===== config.mk =====
export PLATFORM = sky130hd
export DESIGN_NAME = vid_slave_aligner
export DESIGN_NICKNAME = d
export VERILOG_FILES = /design/src/rtl/vsa_pkg.sv /design/src/rtl/vsa_edge.sv /design/src/rtl/vsa_hcount.sv /design/src/rtl/vsa_window.sv /design/src/rtl/vsa_demux.sv /design/src/rtl/vsa_vcount.sv /design/src/rtl/vid_slave_aligner.sv
export SDC_FILE = /design/constraint.sdc
export NUM_CORES = 1
export LEC_CHECK = 0
export BUFFER_PORTS_ARGS = -buffer_cell sky130_fd_sc_hd__buf_4
export CAP_MARGIN = 20
export CORE_AREA = 2 2 125 127
export CTS_CLUSTER_DIAMETER = 80
export DETAILED_ROUTE_END_ITERATION = 6
export DIE_AREA = 0 0 127 129
export PLACE_DENSITY = 0.45
export RECOVER_POWER = 50
export SYNTH_ARGS = -nofsm -noshare
export SYNTH_HDL_FRONTEND = slang
export SYNTH_HIERARCHICAL = 1
export SYNTH_SLANG_ARGS = --single-unit
export TNS_END_PERCENT = 100

===== constraint.sdc =====
create_clock -name clk_i -period 4.8 [get_ports clk_i]
set_input_delay 0.48 -clock clk_i [delete_from_list [all_inputs] [get_ports clk_i]]
set_output_delay 0.48 -clock clk_i [all_outputs]
set_load 0.01 [all_outputs]

===== src/rtl/vsa_pkg.sv =====
`timescale 1ns/1ps
package vsa_pkg;

   // Byte slot inside a four-byte group of the active window
   typedef enum logic [1:0] {
      PH_CB = 2'd0,
      PH_Y0 = 2'd1,
      PH_CR = 2'd2,
      PH_Y1 = 2'd3
   } vsa_phase_e;

endpackage


===== src/rtl/vsa_edge.sv =====
`timescale 1ns/1ps
module vsa_edge (
   input  logic clk_i,
   input  logic rst_ni,
   input  logic d_i,
   output logic rise_o
);
   logic d_q;

   always_ff @(posedge clk_i or negedge rst_ni) begin
      if (!rst_ni) d_q <= 1'b0;
      else         d_q <= d_i;
   end

   assign rise_o = d_i & ~d_q;
endmodule


===== src/rtl/vsa_hcount.sv =====
`timescale 1ns/1ps
module vsa_hcount #(
   parameter int NTSC_LEN = 1716,
   parameter int PAL_LEN  = 1728,
   parameter int HCNT_W   = 11
) (
   input  logic              clk_i,
   input  logic              rst_ni,
   input  logic              idle_i,
   input  logic              pal_i,
   input  logic              hs_rise_i,
   output logic [HCNT_W-1:0] hpos_o,
   output logic              len_err_o
);
   localparam logic [HCNT_W-1:0] LEN_A = HCNT_W'(NTSC_LEN);
   localparam logic [HCNT_W-1:0] LEN_B = HCNT_W'(PAL_LEN);

   logic [HCNT_W-1:0] hcnt_q;
   logic [HCNT_W-1:0] line_len;
   logic              early;
   logic              err_q;

   assign line_len = pal_i ? LEN_B : LEN_A;

   // Position of the byte sampled at this edge; 0 means not locked
   always_comb begin
      if (idle_i)                 hpos_o = '0;
      else if (hs_rise_i)         hpos_o = HCNT_W'(1);
      else if (hcnt_q == '0)      hpos_o = '0;
      else if (hcnt_q >= line_len) hpos_o = HCNT_W'(1);
      else                        hpos_o = hcnt_q + HCNT_W'(1);
   end

   assign early = hs_rise_i & ~idle_i & (hcnt_q != '0) & (hcnt_q != line_len);

   always_ff @(posedge clk_i or negedge rst_ni) begin
      if (!rst_ni) begin
         hcnt_q <= '0;
         err_q  <= 1'b0;
      end else begin
         hcnt_q <= hpos_o;
         if (early) err_q <= 1'b1;
      end
   end

   assign len_err_o = err_q;
endmodule


===== src/rtl/vsa_window.sv =====
`timescale 1ns/1ps
module vsa_window
   import vsa_pkg::*;
#(
   parameter int NTSC_FIRST = 245,
   parameter int PAL_FIRST  = 265,
   parameter int ACT_BYTES  = 1440,
   parameter int HCNT_W     = 11,
   parameter int OFS_W      = 11
) (
   input  logic [HCNT_W-1:0] hpos_i,
   input  logic              pal_i,
   input  logic              dly_i,
   output logic              in_win_o,
   output vsa_phase_e        phase_o,
   output logic [OFS_W-1:0]  ofs_o
);
   localparam int SW = HCNT_W + 1;

   logic [SW-1:0] first;
   logic [SW-1:0] end_ex;
   logic [SW-1:0] pos;

   assign pos      = {1'b0, hpos_i};
   assign first    = SW'(pal_i ? PAL_FIRST : NTSC_FIRST) + SW'(dly_i);
   assign end_ex   = first + SW'(ACT_BYTES);
   assign in_win_o = (hpos_i != '0) && (pos >= first) && (pos < end_ex);
   assign ofs_o    = OFS_W'(pos - first);
   assign phase_o  = vsa_phase_e'(ofs_o[1:0]);
endmodule


===== src/rtl/vsa_demux.sv =====
`timescale 1ns/1ps
module vsa_demux
   import vsa_pkg::*;
#(
   parameter int DATA_W = 8,
   parameter int OFS_W  = 11,
   parameter int PIX_W  = 10
) (
   input  logic              clk_i,
   input  logic              rst_ni,
   input  logic              in_win_i,
   input  vsa_phase_e        phase_i,
   input  logic [OFS_W-1:0]  ofs_i,
   input  logic [DATA_W-1:0] data_i,
   output logic              pair_valid_o,
   output logic [DATA_W-1:0] cb_o,
   output logic [DATA_W-1:0] y0_o,
   output logic [DATA_W-1:0] cr_o,
   output logic [DATA_W-1:0] y1_o,
   output logic [PIX_W-1:0]  pix_idx_o
);
   logic last_slot;
   assign last_slot = in_win_i && (phase_i == PH_Y1);

   // One holding register for each of the first three bytes of a group
   for (genvar g = 0; g < 3; g++) begin : g_cap
      logic [DATA_W-1:0] q;
      always_ff @(posedge clk_i or negedge rst_ni) begin
         if (!rst_ni)                                     q <= '0;
         else if (in_win_i && phase_i == vsa_phase_e'(g)) q <= data_i;
      end
   end

   always_ff @(posedge clk_i or negedge rst_ni) begin
      if (!rst_ni) begin
         pair_valid_o <= 1'b0;
         cb_o         <= '0;
         y0_o         <= '0;
         cr_o         <= '0;
         y1_o         <= '0;
         pix_idx_o    <= '0;
      end else begin
         pair_valid_o <= last_slot;
         if (last_slot) begin
            cb_o      <= g_cap[0].q;
            y0_o      <= g_cap[1].q;
            cr_o      <= g_cap[2].q;
            y1_o      <= data_i;
            pix_idx_o <= {ofs_i[OFS_W-1:2], 1'b0};
         end
      end
   end
endmodule


===== src/rtl/vsa_vcount.sv =====
`timescale 1ns/1ps
module vsa_vcount #(
   parameter int LINE_W   = 10,
   parameter bit SATURATE = 1'b1
) (
   input  logic              clk_i,
   input  logic              rst_ni,
   input  logic              idle_i,
   input  logic              hs_rise_i,
   input  logic              vs_rise_i,
   output logic [LINE_W-1:0] line_o
);
   logic [LINE_W-1:0] line_q;
   logic [LINE_W-1:0] step;

   if (SATURATE) begin : g_sat
      assign step = (line_q == '1) ? line_q : line_q + LINE_W'(1);
   end else begin : g_wrap
      assign step = line_q + LINE_W'(1);
   end

   always_ff @(posedge clk_i or negedge rst_ni) begin
      if (!rst_ni)         line_q <= '0;
      else if (!idle_i) begin
         if (vs_rise_i)      line_q <= '0;
         else if (hs_rise_i) line_q <= step;
      end
   end

   assign line_o = line_q;
endmodule


===== src/rtl/vid_slave_aligner.sv =====
`timescale 1ns/1ps
module vid_slave_aligner
   import vsa_pkg::*;
#(
   parameter int DATA_W     = 8,
   parameter int NTSC_LEN   = 1716,
   parameter int PAL_LEN    = 1728,
   parameter int NTSC_FIRST = 245,
   parameter int PAL_FIRST  = 265,
   parameter int ACT_BYTES  = 1440,
   parameter int LINE_W     = 10,
   parameter bit LINE_SAT   = 1'b1,
   localparam int OFS_W     = $clog2(ACT_BYTES),
   localparam int PIX_W     = OFS_W - 1
) (
   input  logic              clk_i,
   input  logic              rst_ni,
   input  logic              master_en_i,
   input  logic              pal_sel_i,
   input  logic              sync_dly_i,
   input  logic              hsync_i,
   input  logic              vsync_i,
   input  logic [DATA_W-1:0] data_i,
   output logic              pair_valid_o,
   output logic [DATA_W-1:0] cb_o,
   output logic [DATA_W-1:0] y0_o,
   output logic [DATA_W-1:0] cr_o,
   output logic [DATA_W-1:0] y1_o,
   output logic [PIX_W-1:0]  pix_idx_o,
   output logic [LINE_W-1:0] line_idx_o,
   output logic              len_err_o
);
   localparam int MAX_LEN = (NTSC_LEN > PAL_LEN) ? NTSC_LEN : PAL_LEN;
   localparam int HCNT_W  = $clog2(MAX_LEN + 1);

   // Elaboration-time parameter checks
   if (ACT_BYTES % 4 != 0) begin : g_bad_act
      $error("ACT_BYTES must be a multiple of four");
   end
   if (NTSC_FIRST < 1 || NTSC_FIRST + ACT_BYTES > NTSC_LEN) begin : g_bad_ntsc
      $error("window does not fit the short line");
   end
   if (PAL_FIRST < 1 || PAL_FIRST + ACT_BYTES > PAL_LEN) begin : g_bad_pal
      $error("window does not fit the long line");
   end
   if (DATA_W < 1 || LINE_W < 1) begin : g_bad_w
      $error("widths must be positive");
   end

   logic [1:0] sync_in;
   logic [1:0] sync_rise;
   assign sync_in = {vsync_i, hsync_i};

   for (genvar s = 0; s < 2; s++) begin : g_edge
      vsa_edge u_edge (
         .clk_i  (clk_i),
         .rst_ni (rst_ni),
         .d_i    (sync_in[s]),
         .rise_o (sync_rise[s])
      );
   end

   logic [HCNT_W-1:0] hpos;
   logic              in_win;
   vsa_phase_e        phase;
   logic [OFS_W-1:0]  ofs;

   vsa_hcount #(
      .NTSC_LEN (NTSC_LEN),
      .PAL_LEN  (PAL_LEN),
      .HCNT_W   (HCNT_W)
   ) u_hcount (
      .clk_i     (clk_i),
      .rst_ni    (rst_ni),
      .idle_i    (master_en_i),
      .pal_i     (pal_sel_i),
      .hs_rise_i (sync_rise[0]),
      .hpos_o    (hpos),
      .len_err_o (len_err_o)
   );

   vsa_window #(
      .NTSC_FIRST (NTSC_FIRST),
      .PAL_FIRST  (PAL_FIRST),
      .ACT_BYTES  (ACT_BYTES),
      .HCNT_W     (HCNT_W),
      .OFS_W      (OFS_W)
   ) u_window (
      .hpos_i   (hpos),
      .pal_i    (pal_sel_i),
      .dly_i    (sync_dly_i),
      .in_win_o (in_win),
      .phase_o  (phase),
      .ofs_o    (ofs)
   );

   vsa_demux #(
      .DATA_W (DATA_W),
      .OFS_W  (OFS_W),
      .PIX_W  (PIX_W)
   ) u_demux (
      .clk_i        (clk_i),
      .rst_ni       (rst_ni),
      .in_win_i     (in_win),
      .phase_i      (phase),
      .ofs_i        (ofs),
      .data_i       (data_i),
      .pair_valid_o (pair_valid_o),
      .cb_o         (cb_o),
      .y0_o         (y0_o),
      .cr_o         (cr_o),
      .y1_o         (y1_o),
      .pix_idx_o    (pix_idx_o)
   );

   vsa_vcount #(
      .LINE_W   (LINE_W),
      .SATURATE (LINE_SAT)
   ) u_vcount (
      .clk_i     (clk_i),
      .rst_ni    (rst_ni),
      .idle_i    (master_en_i),
      .hs_rise_i (sync_rise[0]),
      .vs_rise_i (sync_rise[1]),
      .line_o    (line_idx_o)
   );
endmodule


=== Word level (Yosys, flattened, before mapping) ===
Index checks and enable logic that the tools add are counted.

* $add $sub $neg: 5
* Muxes and demuxes: 9
* $lt $le $gt $ge: 3
* Bitwise gates (word level): 8
* Eq/ne operators: 6
* Reductions and logical operators: 12

{| class="wikitable"
|+ Operators by type and width
! cell !! count
|-
| $mux 11 || 4
|-
| $mux 10 || 3
|-
| $reduce_bool 11->1 || 2
|-
| $add 12x11->12 const B || 1
|-
| $ge 11x12->1 || 1
|-
| $lt 11x12->1 || 1
|-
| $add 11x1->11 const B || 1
|-
| $ge 11x11->1 || 1
|-
| $logic_not 11->1 || 1
|-
| $ne 11x11->1 || 1
|-
| $sub 11x11->11 || 1
|-
| $add 10x1->10 const B || 1
|-
| $add 9x1->10 || 1
|-
| $eq 10x10->1 const B || 1
|-
| $mux 9 || 1
|-
| $mux 7 || 1
|-
| $logic_and 1x1->1 || 6
|-
| $and 1x1->1 || 5
|-
| $eq 2x2->1 const B || 2
|-
| $not 1->1 || 3
|-
| $reduce_and 3->1 || 1
|-
| $eq 2x1->1 const B || 1
|-
| $logic_not 2->1 || 1
|-
| $ne 2x2->1 const B || 1
|-
| $reduce_bool 2->1 || 1
|}

* Input port bits: 15
* Register bits after elaboration: 90
* Output and inout bits: 54
* Word-level logic and storage cells: 57

=== Logic depth before layout (Yosys ltp) ===
* Word-level depth: 10
* Mapped depth: 17
* Mapped depth without buffers: 16

=== Cells and area by module ===
Netlist, hierarchy kept.

{| class="wikitable"
|+ Modules (own cells, without submodules)
! module !! cells each !! area an instance (um^2) !! seq. area each (um^2) !! instances
|-
| vsa_demux || 142 || 2,494.9 || 1,651.6 || 1
|-
| vsa_hcount || 78 || 715.7 || 300.3 || 1
|-
| vsa_vcount || 67 || 709.4 || 250.2 || 1
|-
| vsa_window || 77 || 544.3 || 0.0 || 1
|-
| vsa_edge || 2 || 38.8 || 25.0 || 2
|}

=== Least setup slack after synthesis ===
Ideal clock, no wire load.

* Kind: input port to flip-flop
* Start: input port pal_sel_i
* End: register u_demux.g_cap[0].q[0]
* Data required time: 4.675 ns
* Slack: 0.526 ns
* Setup time: 0.125 ns
* Buffers on the path: 1
* Arrival: 4.149 ns
* Stages: 16
* Cell sequence: inv_1 > ha_1 > a21boi_0 > o221ai_1 > a211o_1 > buf_6 > nor2_1 > inv_1 > fa_1 > nand2b_2 > a21oi_1 > a41o_1 > nand4_1 > a211oi_1 > nor3b_4 > mux2_2

* Cells in the longest elaborated chain, start to end: 10
* Elaborated cells on any way between the ends: 17
* Classes of those cells: 3 x add/sub; 3 x order compare; 6 x mux; 5 x reduce/logical

{| class="wikitable"
|+ RTL lines
! item !! line !! source
|-
| from (decl) || vid_slave_aligner.sv:19 || <nowiki>input logic pal_sel_i,</nowiki>
|-
| $mux 7 * || vsa_hcount.sv:23 || <nowiki>assign line_len = pal_i ? LEN_B : LEN_A;</nowiki>
|-
| $ge 11x11->1 * || vsa_hcount.sv:30 || <nowiki>else if (hcnt_q >= line_len) hpos_o = HCNT_W'(1);</nowiki>
|-
| $mux 11 * || vsa_hcount.sv:30 ||
|-
| $mux 11 * || vsa_hcount.sv:29 || <nowiki>else if (hcnt_q == '0) hpos_o = '0;</nowiki>
|-
| $mux 11 * || vsa_hcount.sv:28 || <nowiki>else if (hs_rise_i) hpos_o = HCNT_W'(1);</nowiki>
|-
| $mux 11 * || vsa_hcount.sv:27 || <nowiki>if (idle_i) hpos_o = '0;</nowiki>
|-
| via hpos[1] || vid_slave_aligner.sv:63 || <nowiki>logic [HCNT_W-1:0] hpos;</nowiki>
|-
| $ge 11x12->1 / $reduce_bool 11->1 (equally long branches) || vsa_window.sv:27 || <nowiki>assign in_win_o = (hpos_i != '0) && (pos >= first) && (pos < end_ex);</nowiki>
|-
| $logic_and 1x1->1 || vsa_window.sv:27 ||
|-
| $logic_and 1x1->1 * || vsa_window.sv:27 ||
|-
| via in_win || vid_slave_aligner.sv:64 || <nowiki>logic in_win;</nowiki>
|-
| $logic_and 1x1->1 * || vsa_demux.sv:30 || <nowiki>else if (in_win_i && phase_i == vsa_phase_e'(g)) q <= data_i;</nowiki>
|-
| to (signal assigned) || vsa_demux.sv:30 ||
|-
| to (decl) || vsa_demux.sv:27 || <nowiki>logic [DATA_W-1:0] q;</nowiki>
|}

The timed path passes the listed nets; every way through them passes the cells marked *.
A chain may end at the register's enable or synchronous reset.

=== Worst setup path in the final report ===
* Start: register u_hcount.hcnt_q[2]
* End: register u_demux.g_cap[0].q[4]

* Cells in the longest elaborated chain, start to end: 9
* Elaborated cells on any way between the ends: 15
* Classes of those cells: 2 x add/sub; 3 x order compare; 4 x mux; 6 x reduce/logical

{| class="wikitable"
|+ RTL lines
! item !! line !! source
|-
| from (decl) || vsa_hcount.sv:18 || <nowiki>logic [HCNT_W-1:0] hcnt_q;</nowiki>
|-
| from (signal assigned) || vsa_hcount.sv:41 || <nowiki>hcnt_q <= hpos_o;</nowiki>
|-
| $ge 11x11->1 || vsa_hcount.sv:30 ||
|-
| $mux 11 || vsa_hcount.sv:30 ||
|-
| $mux 11 * || vsa_hcount.sv:29 ||
|-
| $mux 11 * || vsa_hcount.sv:28 ||
|-
| $mux 11 * || vsa_hcount.sv:27 ||
|-
| via hpos[1] || vid_slave_aligner.sv:63 ||
|-
| $ge 11x12->1 / $reduce_bool 11->1 (equally long branches) || vsa_window.sv:27 ||
|-
| $logic_and 1x1->1 || vsa_window.sv:27 ||
|-
| $logic_and 1x1->1 * || vsa_window.sv:27 ||
|-
| via in_win || vid_slave_aligner.sv:64 ||
|-
| $logic_and 1x1->1 * || vsa_demux.sv:30 ||
|}

Marks and branches as above.

==> results.cfg <==
[timing]
period_minus_slack_ns = 4.361
max_slew_margin = -0.8125
setup_ws_ns = 0.4387
timing_hold_violations_final = 0
finalSetupTns_ns = 0
setup_viol = 0
finalClockSkew_ns = 0.009747
clock.fmax_mhz = 229.3
tightest_slew_ns = 2.719
rsz0062_at_grt = false
finalCritPeriodShare = 0.9086
slew_viol_final = 50

[synth]
syn_avg_cell_area_um2 = 12.34
synth_nets = 401
async_reset_ff_frac = 1.000
yosysWarnings = 6
syn_inst = 368
synth_top_area_frac = 0.4959
ys_top_cells_by_area = dfrtp_1 (50%), mux2_2 (16%), ha_1 (4.7%)
yosys_register_bits = 90
ys_types = 58
netlist_top_cells_count = dfrtp_1 (90), mux2_2 (66), nand2_1 (22), nor2_1 (21), inv_1 (20)
syn_area_mm2 = 0.004542
yosysTopAreaCell = dfrtp_1
synth.most_common_cell = dfrtp_1
synth-edff-count = 0
ys_seq_area_frac = 0.4959
synth_ff_type = dfrtp_1

[placed_design]
port_buffers = 67
placed_cells = 618
dp_slack_ns = 0.1830
placed_area_mm2 = 0.005243
globalplace.congestion = 0.7685
hpwl_mm = 7.116

[cts]
post_cts_resized = 0
clk_pin_slew_worst_paths_ns = 0.07
cts.path.max_buffers = 2
htreeDepth = 3
post_cts_buffers = 0
holdBufCountCts = 0
numCtsBuffers = 9
cts_tree = done
clk_latency_ns = 0.34
clock-sinks = 90
cts-root-buf = clkbuf_16

[global_routing]
overflow = 0
grt_max_degree = 50
antenna_found_initial = 0
grt_pass1_wl_mm = 16.53
grt_usage = 0.1284
first_global_vias = 3238

[pwr]
intPower_mw = 1.203
p_leak_nw = 2.654
ir_drop_mv = 0.1847
clock_power_share = 0.413
p_sw_mw = 0.4270
seq_power_share = 0.495
swShare = 0.2619
power_density_mw_per_mm2 = 299.9
pwr-share-comb = 0.092
power_mw = 1.630

[floorplan]
die_area_mm2 = 0.01638
num_rows = 45
pin_count = 69
core_area_mm2 = 0.01498
die_x_um = 127
initial_core_util = 0.3033
dieHeight_um = 129

[outcome]
violations = capacitance limit, slew limit
status = finished, violations left

[routing]
remaining_drc_errors = 0
vias_per_cell = 4.844
drtAntennaViolNets = 0
drt-total-wl_mm = 9.858
wl_per_cell_um = 15.55
vias = 3071
drt-pass1-iter-count = 6
drt_iter0_drc = 146

[run]
maxCapViolCount = 1

[min_path]
holdPathStages = 1
hold_class = in2reg
holdPathEnd = g_edge[1].u_edge/d_q
worstHoldStart = vsync_i

[critical_path]
r2r-start = u_hcount/hcnt_q[2]
cp.arrival_ns = 4.59
reg2reg_setup_slack_ns = 0.44
critPathCaptureType = flop
startpoint_type = flop
cp.required_ns = 5.03
r2r_end = u_demux/g_cap[0].q[4]
crit_fanout = 10
reg2reg_depth = 16
critical_path_class = reg2reg

[final_layout]
syn2layout_area_growth_pct = 19.70
antenna_cells = 0
final_cells = 634
fillCellCount = 1533
final_nets = 474
drive_gt1_frac = 0.3386
fin_area_mm2 = 0.005436
[placed cells by master, fill, tap and decap left out, types with 3 or more instances in the layout]
cell       instances
nor4_1             6
ha_1              17
and3_1             3
o21ai_0            3
a211o_1            5
a21oi_1           10
nand3_1            9
clkbuf_1          25
buf_4             44
nor2_1            21
mux2_2            66
clkbuf_16          9
xor2_1             5
nand2_1           22
xnor2_1           13
dfrtp_1           90
inv_1             20
nor3_1             8
nand4_1            5
[cell families (layout without fill, tap and decap cells)]
logic type	after synthesis	after routing	synth area share
AOI/OAI and AO/OA	45	45	0.08678
other	1	1	0.0008257
DFF	90	90	0.4959
adders and majority gates	18	18	0.05124
and+or+nand+nor	96	96	0.1226
muxes	69	69	0.1705
xor gates and xnor gates	18	18	0.03471
buffers and inverters	31	109	0.03746
[worst max-delay path, cell delays in order (launching register included)]
cell and delay (ns):
dfrtp_1 0.45, inv_1 0.07, ha_1 0.29, a21boi_0 0.16, o221ai_1 0.17, a211o_1 0.45
nor2_1 0.18, inv_1 0.08, fa_1 0.44, nand2b_2 0.21, a21oi_1 0.28, a41o_1 0.14
nand4_1 0.09, a211oi_1 0.23, buf_4 0.18, nor3b_4 0.43, mux2_2 0.39
[how the worst max path moves through the flow]
stage	slack, ns	end	cells after the start	startpoint
floorplan	0.53	u_demux/g_cap[0].q[0]	16	pal_sel_i
global placement	0.33	u_demux/g_cap[0].q[4]	17	pal_sel_i
detailed placement	0.18	u_demux/g_cap[0].q[4]	17	pal_sel_i
CTS	0.39	u_demux/g_cap[0].q[4]	16	u_hcount/hcnt_q[2]
global route	0.08	u_demux/g_cap[0].q[4]	16	u_hcount/hcnt_q[2]
finish	0.44	u_demux/g_cap[0].q[4]	16	u_hcount/hcnt_q[2]
[routing by layer]
metal / GRT usage / up-vias / wire length, um
met4: 0.04072 / 0 / 133
li1: - / 1465 / -
met1: 0.1565 / 1527 / 4363
met5: 0 / - / 0
met3: 0.04574 / 8 / 491
met2: 0.2141 / 71 / 4869
[flip-flops by register name, summed over array words and instances, names as in the netlist]
signal,cells
g_edge.u_edge/d_q,2
u_vcount/line_o,10
u_demux/y0_o,8
u_demux/y1_o,8
u_hcount/hcnt_q,11
u_demux/cr_o,8
u_demux/pix_idx_o,9
u_hcount/len_err_o,1
u_demux/g_cap.q,24
u_demux/pair_valid_o,1
u_demux/cb_o,8
[through the flow]
step / hold slack [ns] / util
finish: 0.2806 / 0.3630
global route: 0.2650 / 0.3630
CTS: 0.1985 / 0.3694
detailed placement: 0.4787 / 0.3500
global placement: 0.4769 / 0.3500
floorplan: 0.1844 / -
[cell type report]
cell class | instances | area [um2] | area share
Clock buffer | 9 | 225.2 | 0.04143
Clock inverter | 7 | 65.06 | 0.01197
Inverter | 20 | 75.07 | 0.01381
Multi-Input combinational cell | 247 | 2120 | 0.3899
Sequential cell | 90 | 2252 | 0.4143
Tap cell | 188 | 235.2 | 0.04327
Timing Repair Buffer | 73 | 464.2 | 0.08539
[power groups by stage]
stage / Clock, mW / Combinational (mW) / Sequential [mW]
2_1_floorplan: 0 / 0.0905 / 0.815
3_3_place_gp: 0 / 0.154 / 0.821
3_5_place_dp: 0 / 0.155 / 0.822
4_1_cts: 0.702 / 0.157 / 0.807
5_1_grt: 0.744 / 0.167 / 0.812
6_report: 0.673 / 0.150 / 0.807
(Power assumes the default switching activity.)
